<file path="src/rtl/circ_ptr_pkg.sv">
package circ_ptr_pkg;

    localparam int ADDR_W = 24;
    localparam int MOD_W  = 14;

    typedef logic [ADDR_W-1:0] addr_t;

    typedef struct packed {
        addr_t ptr;
        logic  wrap;
        logic  vld;
    } upd_s;

endpackage

</file>
<file path="src/rtl/circ_bound.sv">
// Derives the circular window from pointer and modifier.
module circ_bound #(
    parameter int ADDR_W = 24,
    parameter int MOD_W  = 14
) (
    input  logic [ADDR_W-1:0] ptr,
    input  logic [MOD_W-1:0]  modifier,
    output logic [ADDR_W-1:0] mask,
    output logic [ADDR_W-1:0] base,
    output logic [ADDR_W-1:0] upper
);
    localparam int PAD_W = ADDR_W - MOD_W;

    logic [MOD_W-1:0] smear;

    // Ones from the top set bit of the modifier downward: 2^k - 1.
    assign smear[MOD_W-1] = modifier[MOD_W-1];
    genvar gi;
    generate
        for (gi = MOD_W - 2; gi >= 0; gi--) begin : g_smear
            assign smear[gi] = smear[gi+1] | modifier[gi];
        end
    endgenerate

    always_comb begin
        mask  = {{PAD_W{1'b0}}, smear};
        base  = ptr & ~mask;
        upper = base + {{PAD_W{1'b0}}, modifier};
    end
endmodule

</file>
<file path="src/rtl/circ_wrap.sv">
// Adds the step and folds the result back into the window.
module circ_wrap #(
    parameter int ADDR_W = 24,
    parameter int MOD_W  = 14
) (
    input  logic [ADDR_W-1:0] ptr,
    input  logic [ADDR_W-1:0] step,
    input  logic [ADDR_W-1:0] base,
    input  logic [ADDR_W-1:0] upper,
    input  logic [MOD_W-1:0]  modifier,
    input  logic              mod_act,
    output logic [ADDR_W-1:0] res,
    output logic              wrap_hit
);
    localparam int EXT_W = ADDR_W + 2;

    logic signed [EXT_W-1:0] raw_s, base_s, upper_s, size_s, corr_s;

    always_comb begin
        raw_s    = $signed({2'b00, ptr}) + $signed({{2{step[ADDR_W-1]}}, step});
        base_s   = $signed({2'b00, base});
        upper_s  = $signed({2'b00, upper});
        size_s   = $signed(EXT_W'({1'b0, modifier}) + EXT_W'(1));
        corr_s   = raw_s;
        wrap_hit = 1'b0;
        if (mod_act) begin
            if (raw_s > upper_s) begin
                corr_s   = raw_s - size_s;
                wrap_hit = 1'b1;
            end else if (raw_s < base_s) begin
                corr_s   = raw_s + size_s;
                wrap_hit = 1'b1;
            end
        end
        res = corr_s[ADDR_W-1:0];
    end
endmodule

</file>
<file path="src/rtl/circ_ptr_update.sv">
module circ_ptr_update
    import circ_ptr_pkg::*;
#(
    parameter int IDX_W       = 3,
    parameter int NUM_MOD_PTR = 2
) (
    input  logic                             clk,
    input  logic                             rst_n,
    input  logic                             in_valid,
    input  logic [IDX_W-1:0]                 ptr_idx,
    input  logic                             mod_en,
    input  logic [circ_ptr_pkg::ADDR_W-1:0]  ptr_in,
    input  logic [circ_ptr_pkg::MOD_W-1:0]   modifier,
    input  logic [circ_ptr_pkg::ADDR_W-1:0]  step,
    output logic                             out_valid,
    output logic [circ_ptr_pkg::ADDR_W-1:0]  ptr_out,
    output logic                             wrap
);
    logic [ADDR_W-1:0] mask, base, upper, res;
    logic              mod_act, wrap_hit;
    upd_s              st_d, st_q;

    assign mod_act = mod_en && (ptr_idx < IDX_W'(NUM_MOD_PTR));

    circ_bound #(.ADDR_W(ADDR_W), .MOD_W(MOD_W)) bound_i (
        .ptr      (ptr_in),
        .modifier (modifier),
        .mask     (mask),
        .base     (base),
        .upper    (upper)
    );

    circ_wrap #(.ADDR_W(ADDR_W), .MOD_W(MOD_W)) wrap_i (
        .ptr      (ptr_in),
        .step     (step),
        .base     (base),
        .upper    (upper),
        .modifier (modifier),
        .mod_act  (mod_act),
        .res      (res),
        .wrap_hit (wrap_hit)
    );

    always_comb begin
        st_d      = st_q;
        st_d.vld  = in_valid;
        st_d.wrap = in_valid && wrap_hit;
        if (in_valid) begin
            st_d.ptr = res;
        end
    end

    always_ff @(posedge clk) begin
        if (!rst_n) begin
            st_q <= '0;
        end else begin
            st_q <= st_d;
        end
    end

    assign out_valid = st_q.vld;
    assign ptr_out   = st_q.ptr;
    assign wrap      = st_q.wrap;

    // Wrap pulse only accompanies a result.
    assert_wrap_needs_valid_R9: assert property (@(posedge clk) disable iff (!rst_n)
        wrap |-> out_valid);

    // One-cycle latency.
    assert_one_cycle_R9: assert property (@(posedge clk) disable iff (!rst_n)
        in_valid |=> out_valid);

    assert_idle_no_result_R9: assert property (@(posedge clk) disable iff (!rst_n)
        !in_valid |=> !out_valid);

    // Linear path never reports a correction.
    assert_linear_no_wrap_R2: assert property (@(posedge clk) disable iff (!rst_n)
        (in_valid && !mod_act) |=> !wrap);

    // Circular result stays inside the window given by the bound logic.
    assert_in_window_R5: assert property (@(posedge clk) disable iff (!rst_n)
        (in_valid && mod_act) |=>
            ((ptr_out - $past(base)) <= ADDR_W'($past(modifier))));
endmodule

</file>
<file path="config.mk">
export PLATFORM = sky130hd
export DESIGN_NAME = circ_ptr_update
export DESIGN_NICKNAME = d
export VERILOG_FILES = /design/src/rtl/circ_ptr_pkg.sv /design/src/rtl/circ_bound.sv /design/src/rtl/circ_wrap.sv /design/src/rtl/circ_ptr_update.sv
export SDC_FILE = /design/constraint.sdc
export NUM_CORES = 1
export LEC_CHECK = 0
export ABC_AREA = 0
export BUFFER_PORTS_ARGS = -buffer_cell sky130_fd_sc_hd__buf_4
export CAP_MARGIN = 20
export CORE_AREA = 2 2 179 181
export DETAILED_ROUTE_END_ITERATION = 10
export DIE_AREA = 0 0 181 183
export PLACE_DENSITY = 0.44
export SLEW_MARGIN = 20
export SYNTH_ARGS = -nofsm -noshare
export SYNTH_HDL_FRONTEND = slang
export SYNTH_HIERARCHICAL = 1
export SYNTH_SLANG_ARGS = --single-unit
</file>
<file path="constraint.sdc">
create_clock -name clk -period 15.55 [get_ports clk]
set_input_delay 3.11 -clock clk [delete_from_list [all_inputs] [get_ports clk]]
set_output_delay 3.11 -clock clk [all_outputs]
set_load 0.01 [all_outputs]
</file>
==> results of run 1 <==
[cell type report]
cell class	instances	area, um^2	area share [%]
multi-input cells	789	5960	73.3
repair buffers	95	713	8.77
flip-flops and latches	26	520	6.40
well taps	402	503	6.18
inverters	88	330	4.06
clock buffers	3	75.1	0.923
clock inverters	1	30.0	0.369
[worst paths after layout]
kind                              startpoint     endpoint  slack, ns  depth (start not counted)
worst max-delay path            modifier[12]  ptr_out[19]       5.67                         25
worst min-delay path             ptr_out[12]  ptr_out[12]       0.52                          2
worst max register to register    ptr_out[1]   ptr_out[1]      14.94                          2
worst min register to register   ptr_out[12]  ptr_out[12]       0.52                          2
[power groups by stage]
stage / Sequential [mW] / Combinational, mW / Clock [mW]
floorplan: 0.0847 / 0.295 / 0
global placement: 0.0820 / 0.415 / 0
detailed placement: 0.0821 / 0.416 / 0
CTS: 0.0807 / 0.418 / 0.0803
global route: 0.0818 / 0.468 / 0.0820
finish: 0.0802 / 0.416 / 0.0761
[sequential cells by signal, indices dropped and copies added (netlist names)]
name,flops
out_valid,1
ptr_out,24
wrap,1
[layout by cell type, fill, tap and decap left out, types with 4 or more instances in the layout]
master	count
a221o_1	5
fa_1	4
and2_1	13
or2_2	8
xnor2_1	43
a211oi_1	18
a211o_1	6
nand2_1	51
o21bai_1	12
nand3_1	28
and3_1	13
nor2_1	65
dfxtp_1	26
a31oi_1	6
and4_1	5
o22ai_1	6
xor2_1	29
mux2i_1	25
a21oi_1	78
o211ai_1	4
nor3_1	16
nand2b_1	10
or3_1	8
inv_1	87
nor4_1	8
ha_1	109
o21ai_0	38
buf_4	95
a21o_1	26
o21a_1	7
a221oi_1	8
o31ai_1	5
nand4_1	13
nor2b_1	31
[routing by layer]
metal	up-vias	share of wire [%]
met3	14	3.1
met4	0	1.3
li1	3548	-
met1	2988	51
met5	-	0
met2	121	45
[critical path, delay by kind of cell]
family,cells,cell delay (ns)
AO/OA/AOI/OAI,8,2.69
XOR/XNOR,1,0.16
adder cells (fa/ha/maj),2,0.57
buffers and inverters,2,0.21
multiplexers,1,0.11
AND/OR/NAND/NOR,11,3.25
==> results_dict.tcl, run 1 <==
set metrics [dict create \
    power.clock.fraction_pct 13.3 \
    drc_errors 1 \
    fin_crit_sh_pct 63.5 \
    route.detailed.wl_per_inst_um 15.8 \
    fin_util_pct 26.0 \
    setup-tns-final_ns 0 \
    yosysWarnings 6 \
    clk_pin_slew_ns 0.07 \
    setup.worst_path.start_class "input pin" \
    crit_type "input pin to flip-flop" \
    slew-limit-headroom_pct 39.4 \
    cts_root_buffer "clkbuf_16" \
    post_dp_cell_area_um2 8030 \
    busiest_layer "met2" \
    dr.pass1.iters 7 \
    cts_max_level 1 \
    viasPerCell 4.75 \
    hold-worst-slack_ns 0.522 \
    status "finished with violations" \
    core_um2 31200 \
    nFillCells 3494 \
    start_util_pct 22.4 \
    gp_congestion 0.826 \
    worst_path_max_delay_cell "or4_1" \
    report.final.slew_viol_count 0 \
    antenna_found_initial 0 \
    met2_usage_pct 22.2 \
    critPathMaxStageDelay_ns 0.59 \
    synth_nets 1114 \
    diodes 0 \
    fin_area_um2 8130 \
    use_met3_pct 0.953 \
    crit_required_ns 15.76 \
    drtAntennaViolNets 0 \
    hold_class "flip-flop to flip-flop" \
    cp-end-kind "flip-flop" \
    critPathArrivalTime_ns 10.08 \
    grt_usage_pct 13.2 \
    pwr-share-comb_pct 72.7 \
    fin_crit_ns 9.88 \
    syn_to_final_growth_pct 16.2 \
    syn_area_um2 7000 \
    die_w_um 181 \
    clk_path_buf_depth 2 \
    io_pins 95 \
    worst_clock_skew_ns 0 \
    die-height_um 183 \
    cts.sinks 26 \
    post_cts_buffers 0 \
    rows 65 \
    place_inst 1400 \
    peakVddDrop_v 0.0000360 \
    dieArea_um2 33100 \
    post_cts_resized 0 \
    drv_cap 0 \
    cts_tree "built" \
    grt_pass1_vias 6630 \
    p_int_mw 0.302 \
    cp_common_cell "ha_1" \
    power_switching_mw 0.271 \
    power_density_nw_per_um2 70.4 \
    grt_pass1_wl_um 35300 \
    avgSynthCellArea_um2 7.51 \
    drt_iter0_markers 237 \
    cts_buffers 3 \
    drive_gt1_share_pct 14.7 \
    pre_cts_slack_ns 5.30 \
    grt-ovfl-total 0 \
    use_met1_pct 18.5 \
    portBuffers 93 \
    rsz0062_at_grt "false" \
    crit_fanout 12 \
    final_nets 1185 \
    totalPowerFinal_mw 0.573 \
    worst_slack_ns 5.67 \
    hold_viol_final 0 \
    violations "DRC" \
    num_vias 6671 \
    worst_pin_slew_ns 0.908 \
    clk_latency_ns 0.26 \
    post-dp-hpwl_um 19100 \
    fmax_mhz 101 \
    setup_viol 0 \
    grt_max_degree 27 \
    pwr-share-seq_pct 14.0 \
    fin_cells 1404 \
    swShare_pct 47.3 \
    wl_um 22100 \
    power_leakage_nw 3.69 \
    cts_hold_buf 0 \
    synthCells 932 \
]
Note: power is estimated with default switching activity, not from simulation.
==> run 2: changes to the inputs <==
--- a/config.mk
+++ b/config.mk
@@ -11,7 +11,7 @@
 export CORE_AREA = 2 2 179 181
 export DETAILED_ROUTE_END_ITERATION = 10
 export DIE_AREA = 0 0 181 183
-export PLACE_DENSITY = 0.44
+export PLACE_DENSITY = 0.46
 export SLEW_MARGIN = 20
 export SYNTH_ARGS = -nofsm -noshare
 export SYNTH_HDL_FRONTEND = slang
==> constraint.sdc (replaced) <==
create_clock -name clk -period 9.06 [get_ports clk]
set_input_delay 1.812 -clock clk [delete_from_list [all_inputs] [get_ports clk]]
set_output_delay 1.812 -clock clk [all_outputs]
set_load 0.01 [all_outputs]
==> results_dict.tcl, run 2 (synthesized netlist as in run 1, its figures left out) <==
set metrics [dict create \
    diodes 0 \
    place_inst 1407 \
    worst_slack_ns 0.684 \
    crit_fanout 9 \
    fmax_mhz 119 \
    die_w_um 181 \
    violations "DRC" \
    post_cts_buffers 0 \
    power.clock.fraction_pct 13.3 \
    pwr-share-seq_pct 13.9 \
    io_pins 95 \
    setup_viol 0 \
    start_util_pct 22.4 \
    viasPerCell 4.81 \
    use_met3_pct 0.933 \
    critPathMaxStageDelay_ns 0.57 \
    final_nets 1192 \
    pre_cts_slack_ns 0.368 \
    worst_pin_slew_ns 0.910 \
    swShare_pct 47.0 \
    die-height_um 183 \
    wl_um 22000 \
    grt_max_degree 27 \
    power_density_nw_per_um2 120 \
    cp-end-kind "flip-flop" \
    cts_tree "built" \
    hold-worst-slack_ns 0.518 \
    antenna_found_initial 0 \
    route.detailed.wl_per_inst_um 15.6 \
    hold_viol_final 0 \
    cts_hold_buf 0 \
    final_common_cell "ha_1" \
    power_switching_mw 0.463 \
    final_cell_mix "ha_1, buf_4, inv_1" \
    syn_to_final_growth_pct 16.9 \
    core_um2 31200 \
    cts_buffers 3 \
    rows 65 \
    report.final.slew_viol_count 0 \
    post-dp-hpwl_um 19000 \
    slew-limit-headroom_pct 39.2 \
    fin_crit_ns 8.38 \
    cts_max_level 1 \
    pwr-share-comb_pct 72.7 \
    rsz0062_at_grt "false" \
    setup.worst_path.start_class "input pin" \
    peakVddDrop_v 0.0000631 \
    largest_reg_flops 24 \
    power_leakage_nw 3.72 \
    fin_cells 1411 \
    use_met1_pct 18.4 \
    worst_clock_skew_ns 0 \
    setup-tns-final_ns 0 \
    cts_root_buffer "clkbuf_16" \
    drc_errors 1 \
    dieArea_um2 33100 \
    met2_usage_pct 22.7 \
    gp_congestion 0.805 \
    crit_required_ns 9.22 \
    post_cts_resized 0 \
    portBuffers 93 \
    drive_gt1_share_pct 15.2 \
    fin_crit_sh_pct 92.4 \
    busiest_layer "met2" \
    crit_type "input pin to flip-flop" \
    grt_usage_pct 13.2 \
    clk_latency_ns 0.26 \
    drt_iter0_markers 251 \
    status "finished with violations" \
    drtAntennaViolNets 0 \
    num_vias 6785 \
    hold_class "flip-flop to flip-flop" \
    cts.sinks 26 \
    grt_pass1_wl_um 35700 \
    worst_path_max_delay_cell "a221oi_1" \
    dr.pass1.iters 8 \
    clk_path_buf_depth 2 \
    grt-ovfl-total 0 \
    clk_pin_slew_ns 0.06 \
    critPathArrivalTime_ns 8.54 \
    drv_cap 0 \
    grt_pass1_vias 6751 \
    p_int_mw 0.521 \
]
==> run 2: cell count changes in the layout (fill, tap and decap cells not counted) <==
cell      previous run  this run
buf_4               95       102
a211oi_1            18        19
a211oi_2             2         1
==> run 2: path summary, 6_finish.rpt <==
| path | start | endpoint | slack, ns | cells after the start |
|---|---|---|---|---|
| setup reg to reg | ptr_out[16] | ptr_out[16] | 8.44 | 2 |
| hold / removal | ptr_out[6] | ptr_out[6] | 0.52 | 2 |
| hold reg to reg | ptr_out[6] | ptr_out[6] | 0.52 | 2 |
| setup / recovery | modifier[12] | ptr_out[6] | 0.68 | 26 |
==> run 2: per-stage QoR <==
stage	util (%)	instance area [um^2]	total power [mW]
6_report	26.2	8180	0.984
5_1_grt	26.2	8180	1.09
4_1_cts	26.2	8180	0.994
3_5_place_dp	25.9	8080	0.856
3_3_place_gp	25.9	8080	0.851
2_1_floorplan	-	7000	0.651
==> run 2: critical path, delay by kind of cell <==
kind	cells	cell delay, ns
buffers and inverters	3	0.45
AO/OA/AOI/OAI	8	2.41
adder cells (fa/ha/maj)	4	1.23
XOR/XNOR	1	0.14
AND/OR/NAND/NOR	9	2.35
multiplexers	1	0.13
==> run 2: layout make-up <==
cell class,instances,area [um^2]
clock buffers,3,75.1
clock inverters,1,30.0
fillers,3516,23000
inverters,88,330
multi-input cells,789,5960
flip-flops and latches,26,520
well taps,402,503
repair buffers,102,766
==> run 2: layer usage <==
metal  part of all wire [%]  wire, um
met5                      0         0
met4                    1.4       306
met3                    3.2       701
met2                     45      9960
met1                     50     11100
==> run 2: power by group through the flow <==
stage | Clock [mW] | Sequential, mW | Combinational [mW]
global placement | 0 | 0.140 | 0.711
finish | 0.131 | 0.137 | 0.715
global route | 0.140 | 0.139 | 0.806
detailed placement | 0 | 0.140 | 0.716
floorplan | 0 | 0.145 | 0.506
CTS | 0.138 | 0.137 | 0.719
==> run 3: changes to the inputs <==
--- a/config.mk
+++ b/config.mk
@@ -11,7 +11,9 @@
 export CORE_AREA = 2 2 179 181
 export DETAILED_ROUTE_END_ITERATION = 10
 export DIE_AREA = 0 0 181 183
+export GPL_ROUTABILITY_DRIVEN = 0
 export PLACE_DENSITY = 0.46
+export RECOVER_POWER = 100
 export SLEW_MARGIN = 20
 export SYNTH_ARGS = -nofsm -noshare
 export SYNTH_HDL_FRONTEND = slang
==> results_dict.tcl, run 3 (synthesized netlist as in run 1, its figures left out) <==
set metrics [dict create \
    status "finished with violations" \
    violations "DRC, capacitance limit, slew limit" \
    hold-worst-slack_ns 0.517 \
    worst_pin_slew_ns 1.82 \
    post_cts_resized 0 \
    drtAntennaViolNets 0 \
    power.clock.fraction_pct 13.5 \
    regToRegStartpoint "ptr_out[16]" \
    swShare_pct 47.6 \
    reg2reg_to "ptr_out[16]" \
    clk_latency_ns 0.26 \
    post_cts_buffers 0 \
    pwr-share-seq_pct 14.1 \
    grt_max_degree 27 \
    drc_errors 1 \
    pwr-share-comb_pct 72.5 \
    setup_viol 0 \
    syn_to_final_growth_pct 15.3 \
    power_density_nw_per_um2 120 \
    cts_max_level 1 \
    wl_um 22100 \
    dr.pass1.iters 7 \
    hold_start "ptr_out[2]" \
    highest_layer "met4" \
    die-height_um 183 \
    viasPerCell 4.82 \
    fin_crit_ns 8.53 \
    drt_iter0_markers 252 \
    setup-tns-final_ns 0 \
    worst_slack_ns 0.533 \
    final_common_cell "ha_1" \
    grt_pass1_wl_um 35700 \
    largest_reg_flops 24 \
    die_w_um 181 \
    diodes 0 \
    regToRegSetupSlack_ns 8.40 \
    cts_tree "built" \
    clk_pin_slew_ns 0.06 \
    p_int_mw 0.510 \
    final_cell_mix "ha_1, inv_1, a21oi_1" \
    drt-met1-wl_um 11100 \
    grt_pass1_vias 6751 \
    rows 65 \
    wl_met2_um 9950 \
    drv_cap 1 \
    fin_crit_sh_pct 94.1 \
    hold_end "ptr_out[2]" \
    core_um2 31200 \
    slew-limit-headroom_pct -21.0 \
    rr_worst_depth 2 \
    power_switching_mw 0.463 \
    clk_path_buf_depth 2 \
    hold_viol_final 0 \
    grt_usage_pct 13.2 \
    num_vias 6803 \
    post-dp-hpwl_um 19000 \
    cts_root_buffer "clkbuf_16" \
    crit_required_ns 9.21 \
    min_path_cells 2 \
    dieArea_um2 33100 \
    cts_hold_buf 0 \
    cts_buffers 3 \
    worst_clock_skew_ns 0 \
    final_nets 1192 \
    met3_wirelength_um 681 \
    power_leakage_nw 3.61 \
    route.detailed.wl_per_inst_um 15.7 \
    cp-end-kind "flip-flop" \
    drive_gt1_share_pct 12.3 \
    fmax_mhz 117 \
    start_util_pct 22.4 \
    peakVddDrop_v 0.0000625 \
    report.final.slew_viol_count 27 \
    pre_cts_slack_ns 0.368 \
    rsz0062_at_grt "false" \
    grt-ovfl-total 0 \
    io_pins 95 \
    crit_fanout 9 \
    hold_class "flip-flop to flip-flop" \
    setup.worst_path.start_class "input pin" \
    cts.sinks 26 \
    crit_type "input pin to flip-flop" \
    antenna_found_initial 0 \
    critPathArrivalTime_ns 8.68 \
    portBuffers 93 \
]
-- run 3: changes by cell type in the layout (fill, tap and decap cells not counted), sizes merged --
cell / delta
buf: -28
clkbuf: +28
-- run 3: layer usage --
metal	vias up	track usage (%)
met4	0	2.57
met5	-	0
met1	3107	18.4
met3	15	0.933
met2	114	22.7
li1	3567	-
-- run 3: worst max-delay path by stage --
stage                        endpoint  cells past startpoint         start  slack (ns)
final                      ptr_out[6]                     26  modifier[12]        0.53
after global routing      ptr_out[11]                     27  modifier[12]        0.15
after CTS                 ptr_out[19]                     25  modifier[12]        0.63
after detailed placement  ptr_out[19]                     25  modifier[12]        0.37
after global placement    ptr_out[19]                     25  modifier[12]        0.36
after floorplan           ptr_out[19]                     24  modifier[10]        1.45
-- run 3: cell type report --
cell class	instances	area, um^2
inverters	88	330
repair buffers	102	661
clock inverters	1	30.0
well taps	402	503
clock buffers	3	75.1
multi-input cells	789	5950
fillers	3536	23200
flip-flops and latches	26	520
-- run 3: power by group through the flow --
| stage | sequential, mW | clock [mW] | combinational, mW |
|---|---|---|---|
| 2_1_floorplan | 0.145 | 0 | 0.506 |
| 3_3_place_gp | 0.140 | 0 | 0.711 |
| 3_5_place_dp | 0.140 | 0 | 0.716 |
| 4_1_cts | 0.137 | 0.138 | 0.719 |
| 5_1_grt | 0.139 | 0.140 | 0.795 |
| 6_report | 0.137 | 0.131 | 0.705 |
-- run 3: through the flow --
stage	utilization (%)	total power, mW	cells	instance area, um^2
after floorplan	-	0.651	932	7000
after global placement	25.9	0.851	1407	8080
after detailed placement	25.9	0.856	1407	8080
after CTS	26.2	0.994	1411	8180
after global routing	25.8	1.07	1411	8070
final	25.8	0.972	1411	8070
-- run 3: critical path, stage by stage --
cell,delay (ns)
buf_4,0.15
nor3_4,0.29
nand3_1,0.19
or4_4,0.46
or2_2,0.29
nor2_1,0.14
ha_1,0.30
a21o_1,0.20
a221oi_1,0.57
a21oi_1,0.29
o21bai_1,0.27
xnor2_1,0.14
inv_1,0.06
ha_1,0.27
nand4_1,0.15
or3_1,0.40
o31a_1,0.27
maj3_2,0.32
maj3_2,0.34
o311a_4,0.36
nor2_2,0.42
a31oi_2,0.09
clkbuf_1,0.28
a221o_1,0.41
mux2i_1,0.13
nor2b_1,0.06
